--- config.mk ---
export PLATFORM = sky130hd
export DESIGN_NAME = chain_walker
export DESIGN_NICKNAME = d
export VERILOG_FILES = /design/src/rtl/chain_walk_pkg.sv /design/src/rtl/chain_cost_acc.sv /design/src/rtl/chain_node_guard.sv /design/src/rtl/chain_walker.sv
export SDC_FILE = /design/constraint.sdc
export NUM_CORES = 1
export LEC_CHECK = 0
export BUFFER_PORTS_ARGS = -buffer_cell sky130_fd_sc_hd__buf_2
export CAP_MARGIN = 0
export CORE_MARGIN = 5
export CORE_UTILIZATION = 35
export CTS_CLUSTER_SIZE = 8
export DETAILED_ROUTE_END_ITERATION = 6
export HOLD_SLACK_MARGIN = 0.03
export SYNTH_ARGS = -nofsm -noshare
export SYNTH_HDL_FRONTEND = slang
export SYNTH_SLANG_ARGS = --single-unit
--- constraint.sdc ---
create_clock -name clk -period 3.9 [get_ports clk]
set_clock_uncertainty 0.1 [all_clocks]
set_input_delay 0.78 -clock clk [delete_from_list [all_inputs] [get_ports clk]]
set_output_delay 0.78 -clock clk [all_outputs]
set_load 0.02 [all_outputs]
--- src/rtl/chain_walk_pkg.sv ---
`timescale 1ns/1ps
package chain_walk_pkg;

    localparam int WORD_W = 32;
    localparam int LINK_W = 24;
    localparam int LEN_W  = WORD_W - LINK_W;
    localparam int END_BIT = LINK_W - 1;

    typedef enum logic [2:0] {
        WS_IDLE,
        WS_LINK,
        WS_HEAD,
        WS_FETCH,
        WS_LOAD,
        WS_SEND,
        WS_DONE
    } walk_state_e;

    typedef struct packed {
        logic [LEN_W-1:0]  len;
        logic [LINK_W-1:0] link;
    } chain_hdr_t;

endpackage

--- src/rtl/chain_cost_acc.sv ---
`timescale 1ns/1ps
module chain_cost_acc #(
    parameter int TOTAL_W   = 32,
    parameter int LEN_W     = 8,
    parameter int NODE_COST = 10,
    parameter int LEN_COST  = 5
) (
    input  logic               clk,
    input  logic               rst_n,
    input  logic               clear,
    input  logic               add_en,
    input  logic [LEN_W-1:0]   len,
    output logic [TOTAL_W-1:0] total
);

    logic [TOTAL_W-1:0] total_q;
    logic [TOTAL_W-1:0] charge;

    // every node pays the fixed cost; a node carrying payload pays more
    always_comb begin
        charge = TOTAL_W'(NODE_COST);
        if (len != '0) begin
            charge = charge + TOTAL_W'(LEN_COST) + TOTAL_W'(len);
        end
    end

    always_ff @(posedge clk) begin
        if (!rst_n) begin
            total_q <= '0;
        end else if (clear) begin
            total_q <= '0;
        end else if (add_en) begin
            total_q <= total_q + charge;
        end
    end

    assign total = total_q;

    p_clear_zero_r8: assert property (@(posedge clk) disable iff (!rst_n)
        clear |=> (total_q == '0));

    p_hold_total_r8: assert property (@(posedge clk) disable iff (!rst_n)
        (!clear && !add_en) |=> $stable(total_q));

endmodule

--- src/rtl/chain_node_guard.sv ---
`timescale 1ns/1ps
module chain_node_guard #(
    parameter int NODE_W = 16
) (
    input  logic              clk,
    input  logic              rst_n,
    input  logic              clear,
    input  logic [NODE_W-1:0] limit_in,
    input  logic              count_en,
    output logic              at_limit
);

    logic [NODE_W-1:0] cnt_q;
    logic [NODE_W-1:0] lim_q;

    always_ff @(posedge clk) begin
        if (!rst_n) begin
            cnt_q <= '0;
            lim_q <= '0;
        end else if (clear) begin
            cnt_q <= '0;
            lim_q <= limit_in;
        end else if (count_en && (cnt_q != lim_q)) begin
            cnt_q <= cnt_q + 1'b1;
        end
    end

    assign at_limit = (cnt_q == lim_q);

    p_count_bound_r10: assert property (@(posedge clk) disable iff (!rst_n)
        cnt_q <= lim_q);

    p_limit_frozen_r10: assert property (@(posedge clk) disable iff (!rst_n)
        !clear |=> $stable(lim_q));

endmodule

--- src/rtl/chain_walker.sv ---
`timescale 1ns/1ps
module chain_walker
    import chain_walk_pkg::*;
#(
    parameter int ADDR_W    = 21,
    parameter int NODE_W    = 16,
    parameter int TOTAL_W   = 32,
    parameter int NODE_COST = 10,
    parameter int LEN_COST  = 5
) (
    input  logic                clk,
    input  logic                rst_n,
    input  logic                go,
    input  logic [31:0]         start_addr,
    input  logic                step_mode,
    input  logic [NODE_W-1:0]   max_nodes,
    output logic                busy,
    output logic                done,
    output logic                error,
    output logic [23:0]         next_link,
    output logic [TOTAL_W-1:0]  cycle_total,
    output logic                mem_rd,
    output logic [ADDR_W-3:0]   mem_addr,
    input  logic [31:0]         mem_rdata,
    output logic                cmd_valid,
    output logic [31:0]         cmd_data,
    input  logic                cmd_ready
);

    localparam int WADDR_W = ADDR_W - 2;

    walk_state_e          state_q, state_d;
    logic [LINK_W-1:0]    link_q;
    logic [WADDR_W-1:0]   ptr_q;
    logic [LEN_W-1:0]     remain_q;
    logic [WORD_W-1:0]    word_q;
    logic                 step_q;
    logic                 err_q;
    logic                 at_limit;
    logic                 start_walk;
    logic                 node_seen;
    logic                 unused_hi;
    chain_hdr_t           hdr;

    assign unused_hi  = ^start_addr[31:LINK_W];
    assign hdr        = chain_hdr_t'(mem_rdata);
    assign start_walk = (state_q == WS_IDLE) && go;
    assign node_seen  = (state_q == WS_HEAD);

    chain_cost_acc #(
        .TOTAL_W   (TOTAL_W),
        .LEN_W     (LEN_W),
        .NODE_COST (NODE_COST),
        .LEN_COST  (LEN_COST)
    ) u_cost (
        .clk    (clk),
        .rst_n  (rst_n),
        .clear  (start_walk),
        .add_en (node_seen),
        .len    (hdr.len),
        .total  (cycle_total)
    );

    chain_node_guard #(
        .NODE_W (NODE_W)
    ) u_guard (
        .clk      (clk),
        .rst_n    (rst_n),
        .clear    (start_walk),
        .limit_in (max_nodes),
        .count_en (node_seen),
        .at_limit (at_limit)
    );

    // state register
    always_ff @(posedge clk) begin
        if (!rst_n) begin
            state_q <= WS_IDLE;
        end else begin
            state_q <= state_d;
        end
    end

    // transitions
    always_comb begin
        state_d = state_q;
        unique case (state_q)
            WS_IDLE:  if (go) state_d = WS_LINK;
            WS_LINK: begin
                if (link_q[END_BIT])  state_d = WS_DONE;
                else if (at_limit)    state_d = WS_DONE;
                else                  state_d = WS_HEAD;
            end
            WS_HEAD: begin
                if (hdr.len == '0) state_d = step_q ? WS_DONE : WS_LINK;
                else               state_d = WS_FETCH;
            end
            WS_FETCH: state_d = WS_LOAD;
            WS_LOAD:  state_d = WS_SEND;
            WS_SEND: begin
                if (cmd_ready) begin
                    if (remain_q == LEN_W'(1)) state_d = step_q ? WS_DONE : WS_LINK;
                    else                       state_d = WS_FETCH;
                end
            end
            WS_DONE:  state_d = WS_IDLE;
            default:  state_d = WS_IDLE;
        endcase
    end

    // datapath registers
    always_ff @(posedge clk) begin
        if (!rst_n) begin
            link_q   <= '0;
            ptr_q    <= '0;
            remain_q <= '0;
            word_q   <= '0;
            step_q   <= 1'b0;
            err_q    <= 1'b0;
        end else begin
            unique case (state_q)
                WS_IDLE: begin
                    if (go) begin
                        link_q <= start_addr[LINK_W-1:0];
                        step_q <= step_mode;
                        err_q  <= 1'b0;
                    end
                end
                WS_LINK: begin
                    ptr_q <= link_q[ADDR_W-1:2];
                    if (!link_q[END_BIT] && at_limit) err_q <= 1'b1;
                end
                WS_HEAD: begin
                    link_q   <= hdr.link;
                    remain_q <= hdr.len;
                    ptr_q    <= ptr_q + 1'b1;
                end
                WS_LOAD: word_q <= mem_rdata;
                WS_SEND: begin
                    if (cmd_ready) begin
                        ptr_q    <= ptr_q + 1'b1;
                        remain_q <= remain_q - 1'b1;
                    end
                end
                WS_FETCH, WS_DONE: ;
                default: ;
            endcase
        end
    end

    // outputs
    always_comb begin
        busy      = 1'b1;
        done      = 1'b0;
        mem_rd    = 1'b0;
        cmd_valid = 1'b0;
        mem_addr  = ptr_q;
        unique case (state_q)
            WS_IDLE:  busy = 1'b0;
            WS_LINK: begin
                mem_addr = link_q[ADDR_W-1:2];
                mem_rd   = !link_q[END_BIT] && !at_limit;
            end
            WS_HEAD:  ;
            WS_FETCH: mem_rd = 1'b1;
            WS_LOAD:  ;
            WS_SEND:  cmd_valid = 1'b1;
            WS_DONE:  done = 1'b1;
            default:  busy = 1'b0;
        endcase
    end

    assign cmd_data  = word_q;
    assign next_link = link_q;
    assign error     = err_q;

    p_idle_quiet_r1: assert property (@(posedge clk) disable iff (!rst_n)
        !busy |-> (!cmd_valid && !mem_rd && !done));

    p_hold_valid_r4: assert property (@(posedge clk) disable iff (!rst_n)
        (cmd_valid && !cmd_ready) |=> (cmd_valid && $stable(cmd_data)));

    p_no_read_stall_r5: assert property (@(posedge clk) disable iff (!rst_n)
        (cmd_valid && !cmd_ready) |=> !mem_rd);

    p_read_send_excl_r5: assert property (@(posedge clk) disable iff (!rst_n)
        !(mem_rd && cmd_valid));

    p_payload_seq_r3: assert property (@(posedge clk) disable iff (!rst_n)
        (cmd_valid && cmd_ready && remain_q != LEN_W'(1)) |=>
            (mem_rd && mem_addr == WADDR_W'($past(ptr_q) + 1'b1)));

    p_term_stop_r7: assert property (@(posedge clk) disable iff (!rst_n)
        (busy && !done && !cmd_valid && !mem_rd && link_q[END_BIT] && state_q == WS_LINK)
            |=> done);

    p_done_pulse_r7: assert property (@(posedge clk) disable iff (!rst_n)
        done |=> (!done && !busy));

    p_err_with_done_r10: assert property (@(posedge clk) disable iff (!rst_n)
        $rose(error) |-> done);

endmodule

==> summary.md <==
| Metric | Value |
|---|---|
| Status | complete, no violations |
| XOR/XNOR Fraction of Synth Area | 0.0253 |
| Cell Area, Placed | 9130 sq um |
| Mean post-synth cell area | 7.48 sq um |
| P per Cell Area | 669 nW/um^2 |
| Max Cap Viol | 0 |
| Number of synthesized flops with an enable pin | 0 |
| CP Data Required Time | 4.15 ns |
| DR vias | 8,145 |
| Clock-pin slew on the worst setup and hold paths | 0.07 ns |
| Root Buffer | clkbuf_16 |
| Min Tclk post-route | 3.49 ns |
| Drt pass-1 iters | 5 |
| Layout Area Growth over Synthesis | 22.8% |
| CTS buffer count | 17 |
| CTS sink cnt | 152 |
| Post-route ant nets | 0 |
| # Post-CTS Setup Buffers | 0 |
| Cts repair resizes | 0 |
| Worst Setup End Kind | flip-flop |
| Starting density of the core | 0.353 |
| Max VDD drop | 0.000438 V |
| Max clock buf depth | 2 |
| Leak | 0.00401 uW |
| DRC viols | 0 |
| RSZ-0062 raised after global routing | false |
| First-pass GRT wire length | 42.0 mm |
| Fmax | 0.286 GHz |
| Synth Area in Adders | 0.0246 |
| Largest net degree at the start of global routing | 82 |
| Synth Warn # | 0 |
| Initial drt markers | 657 |
| Dominant combinational cell family by area after synthesis | simple AND/OR/NAND/NOR gates |
| CTS tree | yes |
| Final Max Tran Viols | 0 |
| Worst Path Max Fanout | 6 |
| Mux cell area share after synthesis | 0.0264 |
| Routed wire length | 26.4 mm |
| Final period utilization | 0.895 |
| Asr flop ratio synth | 0 |
| Vias in the first global route | 7,379 |
| Compound-gate portion of the synthesized area | 0.207 |
| IO Count | 197 |
| Wire length per cell | 17.4 um |
| HPWL Detailed | 18.9 mm |
| Most common cell after layout, fill and taps aside | nand2_1 |
| Die Wd | 161 um |
| Arrival @ worst endpoint | 3.74 ns |
| Post-Synth Simple-Gate Area | 0.284 |
| Worst Setup Path Type | in -> reg |
| Tightest Pin Transition | 0.870 ns |
| Yosys cell types | 64 |
| GPL Wtd Cong | 0.857 |
| Setup TNS | 0 ns |
| Post-Syn Instances | 1,062 |
| Row count | 55 |
| GRT Overall Usage | 0.200 |
| Grt ovf | 0 |
| Endpoints failing hold | 0 |
| Worst skew pair latency | 0.43 ns |
| Cts hold-fix bufs | 0 |
| Commonest non-fill, non-tap cells in the layout | 284 x nand2_1, 188 x buf_2, 152 x dfxtp_1 |
| I/O Buffers | 188 |
| Fin area | 9760 sq um |
| Layout cells sized above 1 | 0.213 |
| Die Ht | 161 um |
| Die area | 25,800 sq um |
| HP Class | reg -> reg |
| Startpoint Class | primary input |
| H-tree depth | 4 |
| Total Nets Final | 1,315 |
| Core area | 22,500 sq um |
| Register area share after synthesis | 0.383 |
| Setup Viol. Count Final | 0 |
| Relative slew slack | 0.420 |
| Flops & latches, synth | 152 |
| Synthesized net count | 1,162 |
| R2r setup slk | 1.10 ns |
| Synth Cell Area | 7950 sq um |
| Via-to-Cell Ratio | 5.38 |
| Primary FF master, synth | dfxtp_1 |
| Initial antenna violation count | 3 |
metal layers:
| layer | vias to the layer above | track usage | part of all wire | wire length, um |
|---|---|---|---|---|
| li1 | 4063 | - | - | - |
| met1 | 3816 | 0.297 | 0.48 | 12600 |
| met2 | 232 | 0.298 | 0.45 | 11900 |
| met3 | 32 | 0.0313 | 0.053 | 1400 |
| met4 | 2 | 0.0628 | 0.016 | 418 |
| met5 | - | 0 | 0.00027 | 7 |
power breakdown:
group / switching [uW] / internal (uW) / total [uW] / leakage [uW]
logic: 1680 / 857 / 2540 / 0.00248
registers: 369 / 1850 / 2220 / 0.00124
clock network: 724 / 1040 / 1770 / 0.000302
total: 2780 / 3750 / 6530 / 0.00401
flip-flops by register name, indices dropped and copies added, names as in the netlist:
name and cells:
u_guard.cnt_q 16, u_guard.lim_q 16, cmd_data 32, state_q 3, ptr_q 19, u_cost.total 32
remain_q 8, error 1, next_link 24, step_q 1
synthesized netlist by cell type (14+ instances only):
cell	n	area share
nand2_1	284	0.13
nor2_1	61	0.029
nand4_1	21	0.017
clkbuf_1	60	0.028
xnor2_1	22	0.024
o21ai_0	35	0.022
nor3_1	14	0.0088
a311oi_1	24	0.026
ha_1	14	0.022
and3_1	15	0.012
dfxtp_1	152	0.38
inv_1	19	0.0090
nand3_1	30	0.019
a21oi_1	107	0.067
mux2i_1	21	0.026
or3_1	34	0.027
cell families (layout without fill, tap and decap cells):
| kind of cell | Yosys count | count (layout) |
|---|---|---|
| fa+ha+maj | 15 | 15 |
| mux | 21 | 21 |
| xor+xnor | 23 | 23 |
| buf+inv | 98 | 264 |
| compound gates | 256 | 256 |
| other cells | 0 | 2 |
| flops | 152 | 152 |
| simple gates | 497 | 497 |
through the flow:
step | total power (uW) | utilization | std cells | hold slack, ns | setup slack [ns]
6_report | 6530 | 0.434 | 1515 | 0.352 | 0.408
4_1_cts | 6580 | 0.434 | 1513 | 0.354 | 0.433
5_1_grt | 6970 | 0.434 | 1515 | 0.372 | 0.0672
2_1_floorplan | 3920 | - | 1062 | 0.345 | 0.262
3_3_place_gp | 4780 | 0.406 | 1481 | 0.339 | 0.141
3_5_place_dp | 4800 | 0.406 | 1481 | 0.344 | 0.0448
cell type report:
type | instances | area (sq um)
inverter | 19 | 72.6
multi-input combinational | 812 | 4530
clock buffer | 18 | 439
clock inverter | 14 | 185
fill | 2320 | 12700
sequential | 152 | 3040
timing repair buffer | 213 | 1130
tap | 285 | 357
antenna | 2 | 5.00
critical path: stages:
cell and delay (ns):
buf_2 0.09, inv_1 0.05, ha_1 0.21, nor3b_1 0.16, and2_1 0.17, nor2_1 0.11
ha_1 0.17, inv_1 0.05, fa_1 0.38, nor2b_1 0.20, o2111a_1 0.26, o211ai_1 0.24
a2111oi_0 0.60, mux2i_1 0.25
final timing paths:
path,start,to,cells after the start
min reg2reg,cmd_data[23],cmd_data[23],2
min,cmd_data[23],cmd_data[23],2
max reg2reg,state_q[1],u_cost.total[31],7
max,mem_rdata[24],u_cost.total[28],14
No activity file was read; power rests on OpenSTA's default activity.
